--- config.mk ---
export PLATFORM = sky130hd
export DESIGN_NAME = i2c_pack_buf
export DESIGN_NICKNAME = d
export VERILOG_FILES = /design/src/rtl/i2c_pack_pkg.sv /design/src/rtl/i2c_pack_swap.sv /design/src/rtl/i2c_pack_ctrl.sv /design/src/rtl/i2c_pack_store.sv /design/src/rtl/i2c_pack_buf.sv
export SDC_FILE = /design/constraint.sdc
export NUM_CORES = 1
export LEC_CHECK = 0
export ABC_AREA = 1
export BUFFER_PORTS_ARGS = -buffer_cell sky130_fd_sc_hd__buf_2
export CAP_MARGIN = 20
export CORE_MARGIN = 10
export CORE_UTILIZATION = 30
export CTS_BUF_LIST = sky130_fd_sc_hd__clkbuf_2
export CTS_CLUSTER_DIAMETER = 60
export DETAILED_ROUTE_END_ITERATION = 8
export SLEW_MARGIN = 20
export SYNTH_ARGS = -nofsm -noshare
export SYNTH_HDL_FRONTEND = slang
export SYNTH_SLANG_ARGS = --single-unit
--- constraint.sdc ---
create_clock -name clk_i -period 2.74 [get_ports clk_i]
set_input_delay 0.548 -clock clk_i [delete_from_list [all_inputs] [get_ports clk_i]]
set_output_delay 0.548 -clock clk_i [all_outputs]
set_load 0.03 [all_outputs]
--- src/rtl/i2c_pack_pkg.sv ---
package i2c_pack_pkg;
  typedef enum logic [2:0] {
    OP_NONE, OP_START, OP_WR_HALF, OP_WR_BYTE, OP_RD, OP_POP, OP_PUSH
  } pack_op_e;

  typedef struct packed {
    logic tx_ready_clr;
    logic tx_undf_clr;
    logic rx_ready_clr;
    logic rx_ovr_clr;
    logic single_set;
    logic acc_ready_set;
    logic master_clr;
  } pack_flag_t;
endpackage

--- src/rtl/i2c_pack_swap.sv ---
module i2c_pack_swap #(
  parameter int BW        = 8,
  parameter bit SWAP_WHEN = 1'b0
) (
  input  logic            order_i,
  input  logic [2*BW-1:0] d_i,
  output logic [2*BW-1:0] d_o
);
  assign d_o = (order_i == SWAP_WHEN) ? {d_i[BW-1:0], d_i[2*BW-1:BW]} : d_i;
endmodule

--- src/rtl/i2c_pack_ctrl.sv ---
module i2c_pack_ctrl import i2c_pack_pkg::*; #(
  parameter int BYTES = 4,
  parameter int CW    = $clog2(BYTES + 1)
) (
  input  logic          clk_i,
  input  logic          rst_ni,
  input  logic          start_i,
  input  logic          wr_half_i,
  input  logic          wr_byte_i,
  input  logic          rd_i,
  input  logic          tx_pop_i,
  input  logic          rx_push_i,
  input  logic          master_rx_i,
  output pack_op_e      op_o,
  output logic [CW-1:0] tx_cnt_o,
  output logic [CW-1:0] rx_cnt_o,
  output pack_flag_t    flag_o
);
  localparam logic [CW-1:0] C1   = CW'(1);
  localparam logic [CW-1:0] C2   = CW'(2);
  localparam logic [CW-1:0] CMAX = CW'(BYTES);
  localparam logic [CW-1:0] ROOM = CW'(BYTES - 2);

  logic [CW-1:0] tx_q, rx_q, tx_d, rx_d;
  pack_flag_t    flag_d, flag_q;
  pack_op_e      op;
  logic          wr_ok;

  assign wr_ok = (tx_q <= ROOM);

  // fixed priority; a refused write is a no-op
  always_comb begin
    if (start_i)        op = OP_START;
    else if (wr_half_i) op = wr_ok ? OP_WR_HALF : OP_NONE;
    else if (wr_byte_i) op = wr_ok ? OP_WR_BYTE : OP_NONE;
    else if (rd_i)      op = OP_RD;
    else if (tx_pop_i)  op = (tx_q != '0) ? OP_POP : OP_NONE;
    else if (rx_push_i) op = (rx_q != CMAX) ? OP_PUSH : OP_NONE;
    else                op = OP_NONE;
  end

  always_comb begin
    tx_d   = tx_q;
    rx_d   = rx_q;
    flag_d = '0;
    unique case (op)
      OP_START:   begin tx_d = '0; rx_d = '0; end
      OP_WR_HALF: tx_d = tx_q + C2;
      OP_WR_BYTE: tx_d = tx_q + C1;
      OP_POP:     tx_d = tx_q - C1;
      OP_PUSH:    rx_d = rx_q + C1;
      OP_RD: begin
        if (rx_q == C1)     rx_d = '0;
        else if (rx_q > C1) rx_d = rx_q - C2;
      end
      default: ;
    endcase
    if (op == OP_WR_HALF || op == OP_WR_BYTE) begin
      flag_d.tx_undf_clr  = 1'b1;
      flag_d.tx_ready_clr = (tx_d > ROOM);
    end
    if (op == OP_RD) begin
      flag_d.rx_ovr_clr = 1'b1;
      flag_d.single_set = (rx_q == C1);
      if (rx_d == '0) begin
        flag_d.rx_ready_clr  = 1'b1;
        flag_d.acc_ready_set = master_rx_i;
        flag_d.master_clr    = master_rx_i;
      end
    end
  end

  always_ff @(posedge clk_i or negedge rst_ni) begin
    if (!rst_ni) begin
      tx_q   <= '0;
      rx_q   <= '0;
      flag_q <= '0;
    end else begin
      tx_q   <= tx_d;
      rx_q   <= rx_d;
      flag_q <= flag_d;
    end
  end

  assign op_o     = op;
  assign tx_cnt_o = tx_q;
  assign rx_cnt_o = rx_q;
  assign flag_o   = flag_q;
endmodule

--- src/rtl/i2c_pack_store.sv ---
module i2c_pack_store import i2c_pack_pkg::*; #(
  parameter int BW    = 8,
  parameter int BYTES = 4,
  parameter int CW    = $clog2(BYTES + 1)
) (
  input  logic            clk_i,
  input  logic            rst_ni,
  input  pack_op_e        op_i,
  input  logic [2*BW-1:0] half_i,
  input  logic [BW-1:0]   byte_i,
  input  logic [BW-1:0]   push_i,
  input  logic [CW-1:0]   tx_cnt_i,
  input  logic [CW-1:0]   rx_cnt_i,
  output logic [BW-1:0]   tx_byte_o,
  output logic [2*BW-1:0] low_o
);
  localparam int DW = BW * BYTES;
  localparam int HW = 2 * BW;
  localparam logic [CW-1:0] C2 = CW'(2);

  logic [DW-1:0] data_q, data_d;

  always_comb begin
    data_d = data_q;
    unique case (op_i)
      OP_START:   data_d = '0;
      OP_WR_HALF: data_d = {data_q[DW-HW-1:0], half_i};
      OP_WR_BYTE: data_d = {data_q[DW-BW-1:0], byte_i};
      OP_RD:      if (rx_cnt_i > C2) data_d = data_q >> HW;
      OP_PUSH: begin
        for (int g = 0; g < BYTES; g++)
          if (rx_cnt_i == CW'(g)) data_d[g*BW +: BW] = push_i;
      end
      default: ;
    endcase
  end

  always_ff @(posedge clk_i or negedge rst_ni) begin
    if (!rst_ni) data_q <= '0;
    else         data_q <= data_d;
  end

  // oldest pending byte sits at the highest occupied lane
  always_comb begin
    tx_byte_o = '0;
    for (int g = 0; g < BYTES; g++)
      if (tx_cnt_i == CW'(g + 1)) tx_byte_o = data_q[g*BW +: BW];
  end

  assign low_o = data_q[HW-1:0];
endmodule

--- src/rtl/i2c_pack_buf.sv ---
module i2c_pack_buf import i2c_pack_pkg::*; #(
  parameter int BW    = 8,
  parameter int BYTES = 4,
  localparam int CW   = $clog2(BYTES + 1)
) (
  input  logic            clk_i,
  input  logic            rst_ni,
  input  logic            big_endian_i,
  input  logic            master_rx_i,
  input  logic            start_i,
  input  logic            wr_half_i,
  input  logic            wr_byte_i,
  input  logic [2*BW-1:0] wdata_i,
  input  logic            rd_i,
  output logic [2*BW-1:0] rdata_o,
  input  logic            tx_pop_i,
  output logic [BW-1:0]   tx_byte_o,
  output logic [CW-1:0]   tx_cnt_o,
  input  logic            rx_push_i,
  input  logic [BW-1:0]   rx_byte_i,
  output logic [CW-1:0]   rx_cnt_o,
  output logic            tx_ready_clr_o,
  output logic            tx_undf_clr_o,
  output logic            rx_ready_clr_o,
  output logic            rx_ovr_clr_o,
  output logic            single_set_o,
  output logic            acc_ready_set_o,
  output logic            master_clr_o
);
  pack_op_e        op;
  pack_flag_t      flag;
  logic [2*BW-1:0] half_in, low;

  i2c_pack_ctrl #(.BYTES(BYTES), .CW(CW)) u_ctrl (
    .clk_i, .rst_ni, .start_i, .wr_half_i, .wr_byte_i, .rd_i,
    .tx_pop_i, .rx_push_i, .master_rx_i,
    .op_o(op), .tx_cnt_o, .rx_cnt_o, .flag_o(flag)
  );

  // order bit clear: low byte goes out first
  i2c_pack_swap #(.BW(BW), .SWAP_WHEN(1'b0)) u_wr_swap (
    .order_i(big_endian_i), .d_i(wdata_i), .d_o(half_in)
  );

  i2c_pack_store #(.BW(BW), .BYTES(BYTES), .CW(CW)) u_store (
    .clk_i, .rst_ni, .op_i(op), .half_i(half_in), .byte_i(wdata_i[BW-1:0]),
    .push_i(rx_byte_i), .tx_cnt_i(tx_cnt_o), .rx_cnt_i(rx_cnt_o),
    .tx_byte_o, .low_o(low)
  );

  // order bit set: earliest received byte goes to the upper half
  i2c_pack_swap #(.BW(BW), .SWAP_WHEN(1'b1)) u_rd_swap (
    .order_i(big_endian_i), .d_i(low), .d_o(rdata_o)
  );

  assign tx_ready_clr_o  = flag.tx_ready_clr;
  assign tx_undf_clr_o   = flag.tx_undf_clr;
  assign rx_ready_clr_o  = flag.rx_ready_clr;
  assign rx_ovr_clr_o    = flag.rx_ovr_clr;
  assign single_set_o    = flag.single_set;
  assign acc_ready_set_o = flag.acc_ready_set;
  assign master_clr_o    = flag.master_clr;
endmodule

* After elaboration in Yosys (flattened, before gate mapping)
Cells that the tools add are included.
** Word-level totals
- Register bits after elaboration :: 45
- Bits in latches :: 0
- RAM bits :: 0
- Bits in read-only memories :: 0
- Output and inout port bits :: 37
- Word-level logic and storage cells :: 80
- Memories :: 0
** Cells by class
- Add/sub/neg operators :: 5
- Multiply operators :: 0
- Div/mod/pow operators :: 0
- $lt $le $gt $ge :: 4
- Equality and inequality tests :: 19
- Shift-type cells :: 0
- Mux-type cells :: 30
- Bitwise logic cells :: 0
- Reduce and logical (&&, ||, !) cells :: 9
** Operator list (count)
- 32-bit case mux with 5 select lines :: 1
- 8-bit 2-to-1 mux :: 8
- 16-bit 2-to-1 mux :: 2
- 32-bit 2-to-1 mux :: 1
- 3-bit 2-to-1 mux :: 10
- 3-bit by 2-bit equality test with 1-bit output, second input constant :: 6
- 3-bit equality test, second input constant :: 4
- 3-bit case mux with 4 select lines :: 1
- 3-bit AND reduction :: 4
- 2-bit by 1-bit != test with 1-bit output, second input constant :: 5
- 3-bit by 1-bit equality test with 1-bit output, second input constant :: 3
- 3-bit case mux with 3 select lines :: 1
- 2-bit 2-to-1 mux :: 4
- 3-bit by 1-bit adder with 3-bit output, second input constant :: 2
- 3-bit by 2-bit > comparator with 1-bit output, second input constant :: 2
- 3-bit zero test :: 2
- 5-bit 2-to-1 mux :: 1
- 5-bit nonzero test :: 1
- 3-bit by 2-bit adder with 3-bit output, second input constant :: 1
- 3-bit by 1-bit > comparator with 1-bit output, second input constant :: 1
- 3-bit by 2-bit less-or-equal comparator with 1-bit output, second input constant :: 1
- 3-bit != test, second input constant :: 1
- 3-bit nonzero test :: 1
- 3-bit by 1-bit subtractor with 3-bit output, second input constant :: 1
- other kinds (3) :: 3

* Logic depth before layout (Yosys ltp)
Gate-level depths: netlist of the first run.
- Word-level depth :: 13
- Mapped depth :: 16
- Depth with buffers taken out :: 16

* Cells and area by module
From an unflattened synthesis of the first run, not the netlist that was laid out.
** Unflattened totals
- Cells, all modules :: 669
- Area, all modules :: 4181.5 µm²
** Modules (own cells, without submodules)
- i2c_pack_store :: instances 1, cells each 442, area each 2686.3 µm²
- i2c_pack_ctrl :: instances 1, cells each 123, area each 927.1 µm²
- i2c_pack_swap :: instances 2, cells each 52, area each 284.0 µm²

* Worst setup path before layout of the first run
Ideal clock, no wire load.
- Path kind :: register to output
- Start point :: reg u_ctrl.tx_q[0] (netlist: u_ctrl.tx_cnt_o[0])
- End point :: out tx_byte_o[0]
- Data arrival time :: 1.968 ns
- Data required time :: 2.192 ns
- Slack :: 0.224 ns
- Stages on the path, launching flop included :: 7
- Path buffers :: 0
- Cell sequence :: dfrtp_1 inv_1 ha_1 nor3b_1 nand2_1 a21oi_1 o22a_1
** On the way
- Word-level cells in the longest chain between the ends :: 5
- Elaborated cells between the ends (all ways) :: 8
- Classes of those cells :: eq/ne (4); mux (4)
** Ends and longest elaborated chain
- start, declared :: RTL line i2c_pack_ctrl.sv:24 : logic [CW-1:0] tx_q, rx_q, tx_d, rx_d;
- start signal, assigned :: RTL line i2c_pack_ctrl.sv:79 : tx_q <= tx_d;
- 3-bit by 1-bit equality test with 1-bit output :: RTL line i2c_pack_store.sv:47 : if (tx_cnt_i == CW'(g + 1)) tx_byte_o = data_q[g*BW +: BW];
- 8-bit 2-to-1 mux (3 in a row) :: RTL line i2c_pack_store.sv:47
- 8-bit 2-to-1 mux (*) :: RTL line i2c_pack_store.sv:47
- end, declared :: RTL line i2c_pack_buf.sv:17 : output logic [BW-1:0] tx_byte_o,
Every way passes the cells marked *; elsewhere a longest branch is shown, timed or not.

* Final worst setup path of the first run
- Start point :: reg u_ctrl.tx_q[1] (netlist: u_ctrl.tx_cnt_o[1])
- End point :: out tx_byte_o[1]
The elaborated chain is that of the path after synthesis.

==> flow_summary.ini, run 1 <==
[status]
status = finished, final reports clean

[finish]
regArea_sq_um = 1100
layout_commonest_cell = nand2_1
multi_input_area_sq_um = 2090
final_cell_mix = 230 x nand2_1, 63 x buf_2, 44 x dfrtp_1, 37 x nand3_1, 36 x inv_1
drive_gt1_frac = 0.228
area_growth_pct = 20.9
fillers = 1187
final_nets = 644

[die]
die_x_um = 127
num_io_pins = 71
dieHeight_um = 127
core_sq_um = 11000
start_util = 0.311
die_area_sq_um = 16100
rows = 38

[route]
drc = 0
drt-vias-per-instance = 4.94
detail_route.wirelength_um = 11500
wl_per_cell_um = 15.6
first_iter_violations = 377
vias = 3641
first_pass_iters = 5
postRouteAntennaNets = 0

[yosys]
yosysSeqAreaShare = 0.321
synthFlopType = dfrtp_1
yosysTopAreaCell = dfrtp_1
ys_seq_elements = 44
postSynthAreaPerCell_sq_um = 6.56
netlist_area_sq_um = 3430
synth_cell_type_count = 34
synthArstFlopShare = 1.00
yosysTopAreaCellShare = 0.321
synth_top_cells_by_area = dfrtp_1 32%, nand2_1 25%, nand3_1 5.4%, ha_1 5.1%, a21oi_1 5.0%
synth_edf_count = 0
synthCells = 523
ys_warn_count = 0
synth_nets = 571

[clock_network]
clkSinkCount = 44
insertion_delay_ns = 0.43
cts_made_buffers = 5
holdBufCountCts = 0
htree_levels = 2
ctsRootBufferMaster = clkbuf_2
cts_tree = built
clk_path_buf_depth = 2
path_clk_slew_ns = 0.23

[setup_path]
critPathArrivalTime_ns = 2.04
critPathSlowestCell = dfrtp_1
required_ns = 2.19
critPathMostFrequentCell = buf_4
crit_path_end_kind = primary output
path_max_fanout = 16
cp_top_family = flip-flops
crit_buf_inv = 3
cp_num_cells = 7
reg2reg_depth = 15
crit_chain = inv_2 > buf_4 > ha_1 > nand2_2 > nand2_1 > o22a_1 > buf_4
startpoint_type = flop
critPathKind = reg2out
max_stage_delay_ns = 0.45

[placement]
io_buffers = 70
dp_slack_ns = 0.419
dpl.hpwl_um = 8460
place.gp.congestion = 0.900

[sta]
fin_tns_setup_ns = 0
slew_violations = 0
slew_headroom = 0.611
fin_crit_sh = 0.944
tightest_slew_ns = 0.584
hold_violations = 0
final.setup_skew_ns = 0.0160
setup_violations = 0
min_period_ns = 2.59
max_freq_mhz = 387
fin_ws_ns = 0.154

[pwr]
peakVddDrop_mv = 0.324
leakage_nw = 2.22
powerDensity_nw_per_um2 = 725

[grt]
grt_max_degree = 45
grt_antenna_before_repair = 1
grt_pass1_vias = 3403
grt_usage = 0.135
gr-total-overflow = 0
grt_pass1_wl_um = 18000

[min_path]
hold_path.class = in2async

[run]
maxCapViolations = 0
[worst reg2reg max path: stages (launching register included)]
cell	delay [ns]
dfrtp_1	0.52
inv_1	0.12
ha_1	0.22
nand2_1	0.09
nand3_1	0.09
nand3_2	0.07
nand2_2	0.09
inv_2	0.12
nand2_4	0.08
nor2_4	0.09
buf_4	0.29
nand3_1	0.14
nand3_1	0.15
nor2_1	0.06
nand2_1	0.08
inv_1	0.05
[cell usage after synthesis, types with 2 or more instances]
cell	n
nor2_4	2
buf_2	6
nand2_2	6
nand3_1	37
o21ai_2	4
a21oi_1	34
inv_1	39
buf_1	2
mux2_2	2
or2_2	2
nand2_4	4
o21ai_0	19
nand4_1	4
nor2_1	22
dfrtp_1	44
o22a_1	8
nand2_1	231
ha_1	14
o2111ai_1	12
clkbuf_1	10
inv_2	8
[flip-flops by register name (all words and copies together), names as in the netlist]
| register | count |
|---|---|
| u_ctrl.flag_o | 6 |
| u_ctrl.rx_cnt_o | 3 |
| u_ctrl.tx_cnt_o | 3 |
| u_store.data_q | 32 |
[kinds of logic after synthesis]
| kind of cell | Yosys count | share of synthesized area |
|---|---|---|
| adders and majority gates | 14 | 0.0511 |
| DFF | 44 | 0.321 |
| buffers and inverters | 67 | 0.0788 |
| muxes | 2 | 0.00657 |
| AOI/OAI and AO/OA | 81 | 0.150 |
| xor gates and xnor gates | 1 | 0.00256 |
| and+or+nand+nor | 314 | 0.390 |
[final timing paths]
kind | start | slack [ns] | end
setup / recovery | u_ctrl.tx_cnt_o[1] | 0.15 | tx_byte_o[1]
min in group clk_i | master_rx_i | 0.29 | u_ctrl.flag_o[1]
max in group asynchronous | rst_ni | 2.18 | u_store.data_q[15]
hold / removal | rst_ni | 0.16 | u_store.data_q[30]
setup reg to reg | u_ctrl.rx_cnt_o[0] | 0.41 | u_ctrl.flag_o[4]
hold reg to reg | u_store.data_q[31] | 0.55 | u_store.data_q[31]
[stage by stage]
stage | cells | util | hold slack (ns) | total power (W) | instance area, sq um
2_1_floorplan | 523 | - | 0.252 | 0.00192 | 3430
3_3_place_gp | 724 | 0.359 | 0.484 | 0.00241 | 3960
3_5_place_dp | 724 | 0.359 | 0.488 | 0.00242 | 3960
4_1_cts | 733 | 0.368 | 0.167 | 0.00291 | 4060
5_1_grt | 737 | 0.376 | 0.176 | 0.00321 | 4150
6_report | 737 | 0.376 | 0.159 | 0.00300 | 4150
[power breakdown]
part | switching (W) | internal (W) | total (W) | leakage, nW
combinational | 0.00108 | 0.000527 | 0.00161 | 1.57
clock | 0.000225 | 0.000241 | 0.000466 | 0.0490
sequential | 0.000162 | 0.000770 | 0.000932 | 0.600
total | 0.00147 | 0.00154 | 0.00300 | 2.22
[timing repair]
| action | CTS | global route |
|---|---|---|
| buffers inserted | 2 | 2 |
| setup endpoints to repair | 8 | 8 |
| resized for setup | 1 | 29 |
| gates cloned | 0 | 1 |
| pin swaps | 0 | 5 |
[per-layer routing]
metal | vias up | wire length (um) | GRT usage
met5 | - | 0 | 0
met4 | 0 | 152 | 0.0368
met3 | 11 | 768 | 0.0225
met2 | 132 | 5300 | 0.212
met1 | 1669 | 5310 | 0.186
li1 | 1829 | - | -
[final cells by class]
class | instances | share of cell area
inverter | 47 | 0.0435
multi-input combinational | 412 | 0.503
clock inverter | 2 | 0.0145
timing repair buffer | 86 | 0.124
sequential | 44 | 0.266
clock buffer | 5 | 0.00603
tap | 140 | 0.0422
antenna | 1 | 0.000603
Power figures use the tool's default switching activity.
==> inputs of run 2 (changes only) <==
CORE_ASPECT_RATIO = 1.75   (was not set)
==> flow_summary.ini, run 2 (synthesized netlist as in run 1, its figures left out) <==
[route]
drc = 0
vias = 3589
first_iter_violations = 203
detail_route.wirelength_um = 11100
wl_per_cell_um = 15.3
drt-vias-per-instance = 4.95
first_pass_iters = 4
postRouteAntennaNets = 0

[placement]
dpl.hpwl_um = 8680
placed_cells = 714
place.gp.congestion = 0.861
dp_slack_ns = 0.442
io_buffers = 70

[finish]
final_util = 0.364
final_nets = 639
largest_reg_flops = 32
regMostFlops = u_store.data_q
final_cell_mix = 230 x nand2_1, 65 x buf_2, 44 x dfrtp_1, 37 x nand3_1, 36 x inv_1
layout_commonest_cell = nand2_1
finalNonFillerCells = 725
area_growth_pct = 18.6
drive_gt1_frac = 0.220

[setup_path]
cp_top_family = buffers and inverters
required_ns = 2.19
critPathKind = reg2out
crit_chain = buf_4 > ha_1 > ha_4 > buf_4 > a21oi_1 > o22a_1 > buf_2
startpoint_type = flop
critPathSlowestCell = dfrtp_1
critPathMostFrequentCell = buf_4
critPathArrivalTime_ns = 2.07
max_stage_delay_ns = 0.45
path_max_fanout = 15
crit_buf_inv = 3
crit_path_end_kind = primary output

[sta]
fin_ws_ns = 0.127
rsz0062_at_grt = true
slew_headroom = 0.511
hold_violations = 0
fin_crit_sh = 0.954
tightest_slew_ns = 0.733
slew_violations = 0
fin_tns_setup_ns = 0
final.setup_skew_ns = 0.0273
setup_violations = 0
min_period_ns = 2.61
max_freq_mhz = 383
holdWs_ns = 0.0411

[clock_network]
cts_made_buffers = 5
holdBufCountCts = 0
cts_tree = built
clkSinkCount = 44
htree_levels = 2
insertion_delay_ns = 0.46
ctsRootBufferMaster = clkbuf_2
path_clk_slew_ns = 0.22
clk_path_buf_depth = 2

[die]
num_io_pins = 71
rows = 51
dieHeight_um = 161
core_sq_um = 11200
die_x_um = 101
start_util = 0.307
die_area_sq_um = 16300

[grt]
grt_util_met2 = 0.248
grt_antenna_before_repair = 1
grt_max_degree = 53
top_usage_layer = met2
grt_usage = 0.136
gr-usage-met3 = 0.0269
grt_pass1_wl_um = 18000
met1_usage = 0.144
grt_pass1_vias = 3558
gr-total-overflow = 0

[status]
status = finished, final reports clean

[pwr]
pwr-share-seq = 0.325
leakage_nw = 2.19
internal_power_w = 0.00142
p_sw_w = 0.00144
comb_power_share = 0.541
p_sw_frac = 0.504
powerDensity_nw_per_um2 = 705
peakVddDrop_mv = 0.274
clockPowerShare = 0.134

[run]
maxCapViolations = 0

[min_path]
hold_path.class = in2async
[run 2: cell count changes in the layout (fill, tap and decap cells not counted), sizes merged]
cell / change
buf: -6
clkbuf: +2
bufinv: -1
clkinv: +1
[run 2: path summary, 6_finish.rpt]
kind	to	slack, ns	depth (start not counted)	from
worst max-delay path	tx_byte_o[0]	0.13	7	u_ctrl.tx_cnt_o[1]
worst min-delay path	u_ctrl.flag_o[4]	0.04	1	rst_ni
worst max register to register	u_ctrl.flag_o[6]	0.41	12	u_ctrl.rx_cnt_o[1]
worst min register to register	u_store.data_q[31]	0.54	2	u_store.data_q[31]
max in group asynchronous	u_store.data_q[16]	2.28	1	rst_ni
min in group clk_i	u_ctrl.flag_o[1]	0.27	3	master_rx_i
[run 2: metal layers]
layer / vias up / wire length [um]
met5: - / 0
met4: 0 / 340
met3: 21 / 700
met2: 101 / 5890
met1: 1647 / 4140
li1: 1820 / -
[run 2: final cells by class]
| class | instances | area (sq um) |
|---|---|---|
| Timing Repair Buffer | 81 | 465 |
| Fill cell | 1210 | 7100 |
| Antenna cell | 1 | 2.50 |
| Clock buffer | 6 | 30.0 |
| Tap cell | 132 | 165 |
| Multi-Input combinational cell | 412 | 2090 |
| Sequential cell | 44 | 1100 |
| Inverter | 47 | 180 |
| Clock inverter | 2 | 35.0 |
[run 2: per-stage QoR]
stage	total power (W)	area, sq um
final	0.00286	4070
after detailed placement	0.00242	3930
after global placement	0.00241	3930
after floorplan	0.00192	3430
after CTS	0.00283	4020
after global routing	0.00308	4070
[run 2: worst register-to-register path: stages (launching register included)]
cell	delay (ns)
dfrtp_1	0.50
inv_1	0.14
ha_1	0.23
nand2_1	0.09
nand4_1	0.15
a21oi_4	0.25
nand2_2	0.12
nor2_2	0.14
buf_12	0.20
nand2_1	0.08
nand3_1	0.08
nor2_1	0.05
a21oi_1	0.20
[run 2: timing repair]
item                                    in CTS  in global routing
buffers inserted                             2                  0
resized for setup                            3                 15
endpoints found under the setup margin       8                  8
endpoints found under the hold margin        0                  0
cloned                                       0                  0
[run 2: power by group through the flow]
stage / registers, W / clock network (W) / logic, W
6_report: 0.000932 / 0.000383 / 0.00155
2_1_floorplan: 0.000951 / 0 / 0.000970
3_5_place_dp: 0.000943 / 0 / 0.00147
4_1_cts: 0.000925 / 0.000392 / 0.00152
5_1_grt: 0.000954 / 0.000417 / 0.00171
3_3_place_gp: 0.000940 / 0 / 0.00147
